`src/rtl/spi_xcvr_pkg.sv`:
```
package spi_xcvr_pkg;

  typedef struct packed {
    logic       en;
    logic       lsb_first;
    logic       master;
    logic       cpol;
    logic       cpha;
    logic       dbl;
    logic [1:0] rate;
  } spi_ctrl_t;

  localparam int HALF_W = 7;

  // Half period of the serial clock in system clocks: log2(divisor) is
  // 2,4,6,7 for rate 0..3; double speed removes one power of two.
  function automatic logic [HALF_W-1:0] half_period(input logic dbl, input logic [1:0] rate);
    int lg;
    case (rate)
      2'd0:    lg = 2;
      2'd1:    lg = 4;
      2'd2:    lg = 6;
      default: lg = 7;
    endcase
    lg = lg - int'(dbl);
    return HALF_W'(1 << (lg - 1));
  endfunction

endpackage

```
`src/rtl/spi_xcvr_sync.sv`:
```
module spi_xcvr_sync #(
  parameter int             WIDTH   = 3,
  parameter int             STAGES  = 2,
  parameter logic [WIDTH-1:0] RST_VAL = '0
) (
  input  logic             clk,
  input  logic             rst_n,
  input  logic [WIDTH-1:0] d,
  output logic [WIDTH-1:0] q
);
  logic [WIDTH-1:0] stg [STAGES];

  genvar gi;
  generate
    for (gi = 0; gi < STAGES; gi++) begin : g_stage
      always_ff @(posedge clk or negedge rst_n) begin
        if (!rst_n) stg[gi] <= RST_VAL;
        else if (gi == 0) stg[gi] <= d;
        else stg[gi] <= stg[(gi == 0) ? 0 : gi - 1];
      end
    end
  endgenerate

  assign q = stg[STAGES-1];
endmodule

```
`src/rtl/spi_xcvr_baud.sv`:
```
module spi_xcvr_baud #(
  parameter int CNT_W = 7
) (
  input  logic             clk,
  input  logic             rst_n,
  input  logic             run,
  input  logic [CNT_W-1:0] half,
  output logic             tick
);
  logic [CNT_W-1:0] cnt_q;

  assign tick = run && (cnt_q == half - 1'b1);

  always_ff @(posedge clk or negedge rst_n) begin
    if (!rst_n)     cnt_q <= '0;
    else if (!run)  cnt_q <= '0;
    else if (tick)  cnt_q <= '0;
    else            cnt_q <= cnt_q + 1'b1;
  end
endmodule

```
`src/rtl/spi_xcvr_shift.sv`:
```
module spi_xcvr_shift #(
  parameter int W = 8
) (
  input  logic         clk,
  input  logic         rst_n,
  input  logic         load,
  input  logic [W-1:0] load_data,
  input  logic         lsb_first,
  input  logic         shift_en,
  input  logic         sample_en,
  input  logic         in_bit,
  output logic         out_bit,
  output logic [W-1:0] rx_next
);
  logic [W-1:0] tx_q, rx_q;

  assign out_bit = lsb_first ? tx_q[0] : tx_q[W-1];

  always_comb begin
    rx_next = rx_q;
    if (sample_en)
      rx_next = lsb_first ? {in_bit, rx_q[W-1:1]} : {rx_q[W-2:0], in_bit};
  end

  always_ff @(posedge clk or negedge rst_n) begin
    if (!rst_n) begin
      tx_q <= '0;
      rx_q <= '0;
    end else begin
      rx_q <= rx_next;
      if (load)          tx_q <= load_data;
      else if (shift_en) tx_q <= lsb_first ? (tx_q >> 1) : (tx_q << 1);
    end
  end
endmodule

```
`src/rtl/spi_xcvr.sv`:
```
module spi_xcvr
  import spi_xcvr_pkg::*;
#(
  parameter int DATA_W      = 8,
  parameter int SYNC_STAGES = 2
) (
  input  logic              clk,
  input  logic              rst_n,
  input  logic              ctrl_we,
  input  logic [7:0]        ctrl_wdata,
  output logic [7:0]        ctrl_rdata,
  input  logic              tx_valid,
  input  logic [DATA_W-1:0] tx_data,
  output logic              tx_ready,
  output logic              busy,
  output logic              rx_valid,
  output logic [DATA_W-1:0] rx_data,
  output logic              sck_out,
  output logic              mosi_out,
  input  logic              miso_in,
  input  logic              sck_in,
  input  logic              ss_n_in,
  input  logic              mosi_in,
  output logic              miso_out
);
  localparam int LAST_EDGE = 2 * DATA_W;
  localparam int EDGE_W    = $clog2(LAST_EDGE + 1);

  spi_ctrl_t         ctrl_q;
  logic              busy_q, sck_q, rxv_q;
  logic [DATA_W-1:0] rxd_q;
  logic [EDGE_W-1:0] edge_cnt_q, edge_nxt;
  logic              sck_s, ss_s, mosi_s, sck_prev_q, ss_prev_q;
  logic              tick, accept, start_m, slave_start, slave_abort;
  logic              edge_ev, is_sample, sample_ev, shift_ev, last_ev;
  logic              out_bit, in_bit;
  logic [DATA_W-1:0] rx_next;

  // External slave-side pins into the system clock domain.
  spi_xcvr_sync #(.WIDTH(3), .STAGES(SYNC_STAGES), .RST_VAL(3'b010)) sync_i (
    .clk(clk), .rst_n(rst_n),
    .d({sck_in, ss_n_in, mosi_in}),
    .q({sck_s, ss_s, mosi_s})
  );

  spi_xcvr_baud #(.CNT_W(HALF_W)) baud_i (
    .clk(clk), .rst_n(rst_n),
    .run(busy_q && ctrl_q.master),
    .half(half_period(ctrl_q.dbl, ctrl_q.rate)),
    .tick(tick)
  );

  spi_xcvr_shift #(.W(DATA_W)) shift_i (
    .clk(clk), .rst_n(rst_n),
    .load(accept), .load_data(tx_data),
    .lsb_first(ctrl_q.lsb_first),
    .shift_en(shift_ev), .sample_en(sample_ev),
    .in_bit(in_bit), .out_bit(out_bit), .rx_next(rx_next)
  );

  assign tx_ready    = ctrl_q.en && !busy_q && !ctrl_we;
  assign accept      = tx_valid && tx_ready;
  assign start_m     = accept && ctrl_q.master;
  assign slave_start = ctrl_q.en && !ctrl_q.master && !busy_q && ss_prev_q && !ss_s;
  assign slave_abort = busy_q && !ctrl_q.master && ss_s;

  // One serial clock edge, generated (master) or observed (slave).
  assign edge_ev   = busy_q && (ctrl_q.master ? tick : (sck_s != sck_prev_q));
  assign edge_nxt  = edge_cnt_q + 1'b1;
  assign is_sample = edge_nxt[0] ^ ctrl_q.cpha;
  assign sample_ev = edge_ev && is_sample;
  assign shift_ev  = edge_ev && !is_sample && (edge_nxt != EDGE_W'(1))
                     && (edge_nxt != EDGE_W'(LAST_EDGE));
  assign last_ev   = edge_ev && (edge_nxt == EDGE_W'(LAST_EDGE));
  assign in_bit    = ctrl_q.master ? miso_in : mosi_s;

  always_ff @(posedge clk or negedge rst_n) begin
    if (!rst_n) begin
      sck_prev_q <= 1'b0;
      ss_prev_q  <= 1'b1;
    end else begin
      sck_prev_q <= sck_s;
      ss_prev_q  <= ss_s;
    end
  end

  always_ff @(posedge clk or negedge rst_n) begin
    if (!rst_n) begin
      ctrl_q     <= '0;
      busy_q     <= 1'b0;
      edge_cnt_q <= '0;
      sck_q      <= 1'b0;
      rxv_q      <= 1'b0;
      rxd_q      <= '0;
    end else begin
      rxv_q <= 1'b0;
      if (ctrl_we) begin
        ctrl_q     <= spi_ctrl_t'(ctrl_wdata);
        busy_q     <= 1'b0;
        edge_cnt_q <= '0;
        sck_q      <= ctrl_wdata[4];
      end else if (start_m) begin
        busy_q     <= 1'b1;
        edge_cnt_q <= '0;
        sck_q      <= ctrl_q.cpol;
      end else if (slave_start) begin
        busy_q     <= 1'b1;
        edge_cnt_q <= '0;
      end else if (slave_abort) begin
        busy_q     <= 1'b0;
        edge_cnt_q <= '0;
      end else if (edge_ev) begin
        edge_cnt_q <= edge_nxt;
        if (ctrl_q.master) sck_q <= ~sck_q;
        if (last_ev) begin
          busy_q     <= 1'b0;
          rxv_q      <= 1'b1;
          rxd_q      <= rx_next;
          edge_cnt_q <= '0;
        end
      end
    end
  end

  assign ctrl_rdata = ctrl_q;
  assign busy       = busy_q;
  assign rx_valid   = rxv_q;
  assign rx_data    = rxd_q;
  assign sck_out    = sck_q;
  assign mosi_out   = out_bit;
  assign miso_out   = out_bit;
endmodule

```
`config.mk`:
```
export PLATFORM = sky130hd
export DESIGN_NAME = spi_xcvr
export DESIGN_NICKNAME = d
export VERILOG_FILES = /design/src/rtl/spi_xcvr_pkg.sv /design/src/rtl/spi_xcvr_sync.sv /design/src/rtl/spi_xcvr_baud.sv /design/src/rtl/spi_xcvr_shift.sv /design/src/rtl/spi_xcvr.sv
export SDC_FILE = /design/constraint.sdc
export NUM_CORES = 1
export LEC_CHECK = 0
export BUFFER_PORTS_ARGS = -buffer_cell sky130_fd_sc_hd__buf_2
export CORE_MARGIN = 3
export CORE_UTILIZATION = 35
export CTS_BUF_LIST = sky130_fd_sc_hd__clkbuf_4 sky130_fd_sc_hd__clkbuf_8 sky130_fd_sc_hd__clkbuf_16
export CTS_CLUSTER_SIZE = 12
export DETAILED_ROUTE_END_ITERATION = 10
export GPL_ROUTABILITY_DRIVEN = 0
export HOLD_SLACK_MARGIN = 0.02
export PLACE_DENSITY = 0.5
export SLEW_MARGIN = 20
export SYNTH_ARGS = -nofsm -noshare
export SYNTH_HDL_FRONTEND = slang
export SYNTH_SLANG_ARGS = --single-unit
```
`constraint.sdc`:
```
create_clock -name clk -period 5.5 [get_ports clk]
set_input_delay 0.275 -clock clk [delete_from_list [all_inputs] [get_ports clk]]
set_output_delay 0.275 -clock clk [all_outputs]
set_load 0.005 [all_outputs]
```
==> impl_metrics.tcl, run 1 <==
set metrics [dict create \
    path_clk_slew_ps 100 \
    fillers 813 \
    grt_pass1_vias 2114 \
    wirelength_mm 6.41 \
    die_h_um 98.8 \
    viasPerCell 4.98 \
    nets 362 \
    cts_sinks 55 \
    syn_area_per_cell_um2 10.5 \
    synth-edff-count 0 \
    end_kind "flop" \
    min_from "ss_n_in" \
    min_path_type "in2reg" \
    root_buffer "clkbuf_8" \
    rsz0062_at_grt "no" \
    cp_max_fo 17 \
    powerDensity_nw_per_um2 257 \
    drtPass1Iterations 5 \
    synth.cell_area_um2 3010 \
    hold_end "sync_i.stg[4]$_DFF_PN1_" \
    leakagePower_nw 1.63 \
    max_cap_violations 0 \
    insertion_delay_ps 310 \
    grt_max_degree 56 \
    drtAntennaViolNets 0 \
    min_period_over_period_pct 66.0 \
    hold_buffers 0 \
    critPathKind "reg2reg" \
    worst_pin_slew_ps 875 \
    yosys_most_used_dff "dfrtp_1" \
    holdPathStages 1 \
    drv_slew 0 \
    cts_tree "yes" \
    status "finished clean" \
    r2r_setup_slack_ps 1870 \
    io_buffers 45 \
    synth-seq-cells 55 \
    cts.path.max_buffers 2 \
    layout-drive-gt1-share_pct 28.9 \
    cts_buffers 5 \
    finClkSkew_ps 7.29 \
    grt.total_usage_pct 13.5 \
    htree_num_levels 2 \
    die_x_um 98.8 \
    tns_ps 0 \
    core-area_um2 8300 \
    yosysUniqueCellTypes 43 \
    synth_cells 287 \
    final_common_cell "dfrtp_1" \
    core.rowCount 33 \
    dpl.hpwl_mm 4.52 \
    relSlewSlack_pct 40.7 \
    fp.dieArea_um2 9760 \
    grt-ovfl-total 0 \
    drt-wirelength-per-cell_um 14.8 \
    cts-resized-gates 0 \
    drt-initial-drc-count 79 \
    num_vias 2160 \
    grt_pass1_wl_mm 10.7 \
    cts_setup_buffers 0 \
    final_cell_mix "52 x dfrtp_1, 45 x buf_2, 29 x mux2_2" \
    area_delta_synth_final_pct 13.7 \
    arrival_ps 3840 \
    finalSetupViolCount 0 \
    insertedDiodeCount 0 \
    rr_startpoint "ctrl_rdata[1]$_DFFE_PN0P_" \
    ys_async_sr_fraction_pct 100 \
    final_core_util_pct 41.3 \
    syn_nets 321 \
    io_pins 46 \
    yosys_warnings 0 \
    cp-start-kind "flop" \
    ir_drop_mv 0.121 \
    start_util_pct 36.3 \
    fmax_ghz 0.275 \
    whs_ps 51.7 \
    synth_seq_area_share_pct 45.8 \
    antenna_found_initial 0 \
    hold_viol 0 \
    min_period_ps 3630 \
    required_ps 5700 \
    remaining_drc_errors 0 \
    worstRegToRegCells 10 \
    r2r_end "rx_data[0]$_DFFE_PN0P_" \
]
worst max-delay path, cell delays in order, from the launching register on:
cell and delay [ps]:
dfrtp_1 440, inv_1 110, ha_1 260, ha_1 370
nor2b_1 240, nor4bb_1 300, nor2_1 90, xnor2_1 160
o31a_1 490, or3_1 680, mux2_4 380
where the power goes:
group | leakage, nW | internal [mW] | switching (mW)
Clock | 0.0533 | 0.107 | 0.144
Sequential | 0.682 | 0.435 | 0.0316
Combinational | 0.895 | 0.0830 | 0.0804
Total | 1.63 | 0.624 | 0.256
cell usage after synthesis, drive strengths merged (3+ instances only):
| master | number | area (um2) |
|---|---|---|
| dfrtp | 52 | 1300 |
| mux2 | 31 | 357 |
| nand2 | 23 | 86.3 |
| inv | 18 | 67.6 |
| nor2 | 18 | 67.6 |
| o21ai | 17 | 85.1 |
| mux2i | 16 | 160 |
| a21oi | 12 | 60.1 |
| ha | 10 | 125 |
| nand3 | 10 | 50.1 |
| xnor2 | 10 | 87.6 |
| buf | 8 | 50.0 |
| o31ai | 8 | 60.1 |
| clkbuf | 5 | 18.8 |
| or3 | 5 | 36.3 |
| nor2b | 4 | 25.0 |
| xor2 | 4 | 35.0 |
| and3 | 3 | 18.8 |
| dfstp | 3 | 78.8 |
| nand2b | 3 | 21.3 |
| o211ai | 3 | 22.5 |
metrics by stage:
step	std cells	setup WS [ps]	power [mW]	area, um2
2_1_floorplan	287	2450	0.584	3010
3_3_place_gp	426	1960	0.638	3320
3_5_place_dp	426	1890	0.639	3320
4_1_cts	434	1870	0.896	3420
5_1_grt	434	1500	0.937	3430
6_report	434	1870	0.880	3430
cells by family after synthesis:
family,share of synthesized area [%]
simple gates,13.5
compound gates,10.8
xor+xnor,4.07
mux,17.1
flops,45.8
buf+inv,4.52
fa+ha+maj,4.15
routing by layer:
metal	GRT usage [%]	up-vias	routed length, um
met2	20.5	35	2830
met3	2.76	5	232
met5	0	-	0
met1	19.7	1036	3280
met4	3.78	0	61
li1	-	1084	-
flip-flops by register name (all words and copies together) (netlist names), 3 cells and up:
| name | flops |
|---|---|
| ctrl_rdata | 8 |
| rx_data | 8 |
| shift_i.rx_q | 8 |
| shift_i.tx_q | 8 |
| baud_i.cnt_q | 7 |
| edge_cnt_q | 5 |
| sync_i.q | 3 |
| sync_i.stg | 3 |
area by class of cell:
class / count / area, um2 / area share, %
multi-input combinational: 201 / 1510 / 43.9
sequential: 55 / 1380 / 40.3
timing repair buffer: 47 / 240 / 7.01
tap: 105 / 131 / 3.83
clock buffer: 6 / 82.6 / 2.41
inverter: 18 / 67.6 / 1.97
clock inverter: 2 / 20.0 / 0.584
worst max-delay path by stage:
stage / startpoint / end / slack [ps] / cells after the start
global placement: ctrl_rdata[1]$_DFFE_PN0P_ / rx_data[7]$_DFFE_PN0P_ / 1960 / 10
global route: ctrl_rdata[1]$_DFFE_PN0P_ / rx_data[0]$_DFFE_PN0P_ / 1500 / 10
detailed placement: ctrl_rdata[1]$_DFFE_PN0P_ / rx_data[7]$_DFFE_PN0P_ / 1890 / 10
CTS: ctrl_rdata[1]$_DFFE_PN0P_ / rx_data[0]$_DFFE_PN0P_ / 1870 / 10
finish: ctrl_rdata[1]$_DFFE_PN0P_ / rx_data[0]$_DFFE_PN0P_ / 1870 / 10
floorplan: ctrl_rdata[1]$_DFFE_PN0P_ / rx_data[0]$_DFFE_PN0P_ / 2450 / 11
No activity file was read; power rests on OpenSTA's default activity.
==> inputs of run 2 (changes only) <==
PLACE_DENSITY = 0.51   (was 0.5)
clock period = 2.92 ns   (was 5.5 ns; I/O delays follow)
==> impl_metrics.tcl, run 2 (synthesized netlist as in run 1, its figures left out) <==
set metrics [dict create \
    met1_usage_pct 20.0 \
    drt-initial-drc-count 102 \
    met3_usage_pct 2.76 \
    start_util_pct 36.3 \
    dpl_cell_area_um2 3500 \
    final_cell_mix "52 x dfrtp_1, 45 x buf_2, 29 x mux2_2" \
    finClkSkew_ps 4.41 \
    drt-wirelength-per-cell_um 14.6 \
    io_pins 46 \
    hold_viol 0 \
    tns_ps 0 \
    drv_slew 0 \
    crit_chain "inv_2 > ha_2 > ha_4 > nor2b_4 > nand4_1 > xnor2_2 > nand4b_4 > o31a_1 > or3_4 > mux2_4" \
    max_stage_delay_ps 430 \
    stdcell_count 461 \
    dpl_worst_slack_ps -39.4 \
    final_core_util_pct 44.7 \
    insertion_delay_ps 310 \
    powerDensity_nw_per_um2 461 \
    required_ps 3120 \
    fillers 800 \
    root_buffer "clkbuf_8" \
    design_area_um2 3710 \
    drtPass1Iterations 4 \
    worst_pin_slew_ps 732 \
    core.rowCount 33 \
    critPathKind "reg2reg" \
    layout_setup_ws_ps 183 \
    seq_area_um2 1380 \
    crit_slowest_cell "or3_4" \
    leakagePower_nw 1.77 \
    multi_input_area_um2 1570 \
    status "finished clean" \
    io_buffers 45 \
    fp.dieArea_um2 9760 \
    min_period_ps 2740 \
    grt_pass1_vias 2274 \
    wirelength_mm 6.72 \
    htree_num_levels 2 \
    nets 389 \
    grt.total_usage_pct 14.1 \
    viasPerCell 4.99 \
    area_delta_synth_final_pct 23.0 \
    cp_max_fo 4 \
    whs_ps 33.5 \
    min_path_type "in2reg" \
    cts_sinks 55 \
    final_common_cell "dfrtp_1" \
    cp-start-kind "flop" \
    power.total_mw 1.71 \
    die_h_um 98.8 \
    end_kind "flop" \
    insertedDiodeCount 0 \
    grt-ovfl-total 0 \
    max_cap_violations 0 \
    cts_buffers 5 \
    use_met2_pct 21.9 \
    path_clk_slew_ps 100 \
    die_x_um 98.8 \
    num_vias 2300 \
    grt_max_degree 25 \
    grt_pass1_wl_mm 11.2 \
    remaining_drc_errors 0 \
    min_period_over_period_pct 93.7 \
    drtAntennaViolNets 0 \
    grt_busiest_layer "met2" \
    core-area_um2 8300 \
    placed_cells 446 \
    antenna_found_initial 0 \
    relSlewSlack_pct 51.2 \
    cts_tree "yes" \
    ir_drop_mv 0.277 \
    fmax_ghz 0.365 \
    cts.path.max_buffers 2 \
    finalSetupViolCount 0 \
    arrival_ps 2940 \
    dpl.hpwl_mm 4.86 \
    layout-drive-gt1-share_pct 36.5 \
]
-- run 2: power breakdown --
part / total [mW] / internal (mW) / switching, mW
clock network: 0.460 / 0.205 / 0.255
logic: 0.373 / 0.200 / 0.174
registers: 0.874 / 0.819 / 0.0550
-- run 2: path summary, 6_finish.rpt --
| kind | startpoint | end | slack [ps] | cells past startpoint |
|---|---|---|---|---|
| worst max-delay path | ctrl_rdata[0]$_DFFE_PN0P_ | rx_data[7]$_DFFE_PN0P_ | 180 | 10 |
| worst min-delay path | tx_data[5] | shift_i.tx_q[5]$_DFFE_PN0P_ | 30 | 3 |
| worst max register to register | ctrl_rdata[0]$_DFFE_PN0P_ | rx_data[7]$_DFFE_PN0P_ | 180 | 10 |
| worst min register to register | sync_i.stg[3]$_DFF_PN0_ | sync_i.q[0]$_DFF_PN0_ | 360 | 0 |
| max in group asynchronous | rst_n | sync_i.stg[4]$_DFF_PN1_ | 1830 | 3 |
| min in group asynchronous | rst_n | ctrl_rdata[4]$_DFFE_PN0P_ | 370 | 2 |
-- run 2: area by class of cell --
class,instances,share of cell area [%]
multi-input cells,201,42.4
inverters,18,1.82
clock buffers,7,2.43
well taps,105,3.54
flip-flops and latches,55,37.2
repair buffers,74,12.3
clock inverters,1,0.236
-- run 2: what timing repair did --
action / 4_1_cts / 5_1_grt
gates resized for setup: 2 / 7
pin swaps: 0 / 7
endpoints found under the setup margin: 9 / 24
hold buffers: 4 / 0
cloned: 0 / 1
hold endpoints to repair: 25 / 0
buffers inserted: 0 / 2
-- run 2: metal layers --
metal,up-vias,share of wire (%)
li1,1143,-
met1,1117,50
met2,35,46
met3,5,3.2
met4,0,0.88
met5,-,0
-- run 2: worst max-delay path, delay by kind of cell (launching register included) --
family          cells  cell delay [ps]
compound gates      1              280
xor+xnor            1              210
fa+ha+maj           2              490
buf+inv             1               70
flops               1              420
mux                 1              300
simple gates        4              860
==> inputs of run 3 (changes only) <==
CTS_BUF_LIST = sky130_fd_sc_hd__clkbuf_16   (was sky130_fd_sc_hd__clkbuf_4 sky130_fd_sc_hd__clkbuf_8 sky130_fd_sc_hd__clkbuf_16)
MAX_ROUTING_LAYER = met4   (was unset)
clock period = 2.4 ns   (was 2.92 ns; I/O delays follow)
==> impl_metrics.tcl, run 3 (synthesized netlist as in run 1, its figures left out) <==
set metrics [dict create \
    leakagePower_nw 1.87 \
    worstRegToRegCells 10 \
    finClkSkew_ps 9.16 \
    r2r_end "rx_data[7]$_DFFE_PN0P_" \
    antenna_found_initial 0 \
    io_buffers 45 \
    rr_startpoint "ctrl_rdata[0]$_DFFE_PN0P_" \
    hold_viol 0 \
    worstSetupStartpoint "ctrl_rdata[0]$_DFFE_PN0P_" \
    dpl_worst_slack_ps -392 \
    min_period_over_period_pct 112 \
    htree_num_levels 2 \
    critPathKind "reg2reg" \
    min_path_type "in2reg" \
    cp_max_fo 5 \
    cts_sinks 55 \
    cts_buffers 5 \
    nets 398 \
    grt.total_usage_pct 14.7 \
    die_x_um 98.8 \
    insertedDiodeCount 0 \
    final_core_util_pct 47.8 \
    final_cell_mix "50 x dfrtp_1, 45 x buf_2, 30 x buf_4" \
    path_clk_slew_ps 70 \
    max_cap_violations 0 \
    dpl.hpwl_mm 4.84 \
    tns_ps -6250 \
    powerDensity_nw_per_um2 603 \
    relSlewSlack_pct 66.5 \
    drt-wirelength-per-cell_um 14.7 \
    layout_setup_ws_ps -278 \
    arrival_ps 2860 \
    drt-initial-drc-count 57 \
    core.rowCount 33 \
    end_kind "flop" \
    grt_pass1_vias 2325 \
    r2r_setup_slack_ps -280 \
    root_buffer "clkbuf_16" \
    ir_drop_mv 0.274 \
    viasPerCell 4.96 \
    fmax_ghz 0.373 \
    drtPass1Iterations 4 \
    finalSetupViolCount 32 \
    crit_path_end "rx_data[7]$_DFFE_PN0P_" \
    remaining_drc_errors 0 \
    required_ps 2580 \
    area_delta_synth_final_pct 31.7 \
    grt_pass1_wl_mm 11.3 \
    insertion_delay_ps 290 \
    min_period_ps 2680 \
    cts_tree "yes" \
    placed_cells 455 \
    die_h_um 98.8 \
    core-area_um2 8300 \
    stdcell_count 470 \
    violations "negative setup slack" \
    cp-start-kind "flop" \
    num_vias 2330 \
    cts.path.max_buffers 2 \
    wirelength_mm 6.90 \
    grt_max_degree 23 \
    worst_pin_slew_ps 502 \
    rsz0062_at_grt "yes" \
    layout-drive-gt1-share_pct 41.4 \
    status "complete, but fails checks" \
    final_common_cell "dfrtp_1" \
    fillers 795 \
    drtAntennaViolNets 0 \
    start_util_pct 36.3 \
    grt-ovfl-total 0 \
    io_pins 46 \
    drv_slew 0 \
    fp.dieArea_um2 9760 \
]
-- run 3: changes by cell type in the layout (fill, tap and decap cells not counted), moves of 3 or more --
| cell | change |
|---|---|
| ha_1 | -3 |
| buf_4 | +6 |
| o31ai_2 | +4 |
| clkbuf_8 | -6 |
| o21ai_1 | +6 |
| o31ai_1 | -3 |
| clkbuf_16 | +6 |
| o21ai_0 | -7 |
| ha_4 | +4 |
-- run 3: per-layer routing --
metal | GRT usage, % | share of wire (%) | wire [um]
met1 | 20.4 | 48 | 3320
met5 | - | 0 | 0
met2 | 22.0 | 47 | 3240
met4 | 4.73 | 1.6 | 107
met3 | 2.62 | 3.3 | 229
-- run 3: layout make-up --
cell class              instances  area, um2  share of cell area (%)
repair buffers                 83        553                    13.9
clock buffers                   5        125                    3.15
clock inverters                 3       42.5                    1.07
flip-flops and latches         55       1380                    34.8
inverters                      18       72.6                    1.83
multi-input cells             201       1660                    41.9
well taps                     105        131                    3.31
-- run 3: worst min path at each step --
stage	start	endpoint	slack (ps)	depth (start not counted)
6_report	tx_data[6]	shift_i.tx_q[6]$_DFFE_PN0P_	30	3
5_1_grt	tx_data[0]	shift_i.tx_q[0]$_DFFE_PN0P_	50	3
4_1_cts	tx_data[3]	shift_i.tx_q[3]$_DFFE_PN0P_	20	3
3_5_place_dp	rst_n	edge_cnt_q[4]$_DFFE_PN0P_	130	1
3_3_place_gp	rst_n	edge_cnt_q[3]$_DFFE_PN0P_	120	1
2_1_floorplan	rst_n	baud_i.cnt_q[0]$_DFF_PN0_	-180	0
-- run 3: where the power goes --
group          internal (mW)  switching, mW  leakage (nW)
clock network          0.493          0.338        0.0818
registers              0.998         0.0640         0.680
logic                  0.271          0.231          1.11
total                   1.76          0.633          1.87
-- run 3: critical path, stage by stage, from the launching register on --
cell and delay, ps:
dfrtp_2 460, inv_4 70, ha_4 160, ha_4 270, nor2b_4 160, nand4_1 130
xnor2_2 200, nand4b_4 110, o31a_1 310, or3_4 390, mux2_4 310
-- run 3: timing repair --
| action | CTS | global route |
|---|---|---|
| endpoints found under the hold margin | 19 | 0 |
| gates cloned | 0 | 1 |
| gates resized for setup | 13 | 18 |
| hold buffers | 4 | 0 |
| endpoints found under the setup margin | 39 | 39 |
| buffers inserted | 2 | 1 |
| pin swaps | 8 | 3 |
-- run 3: metrics by stage --
stage / cell area (um2) / hold slack (ps) / total power, mW
floorplan: 3110 / -176 / 1.37
global placement: 3620 / 118 / 1.53
detailed placement: 3620 / 126 / 1.53
CTS: 3890 / 22.0 / 2.40
global route: 3970 / 45.2 / 2.52
finish: 3970 / 31.5 / 2.39
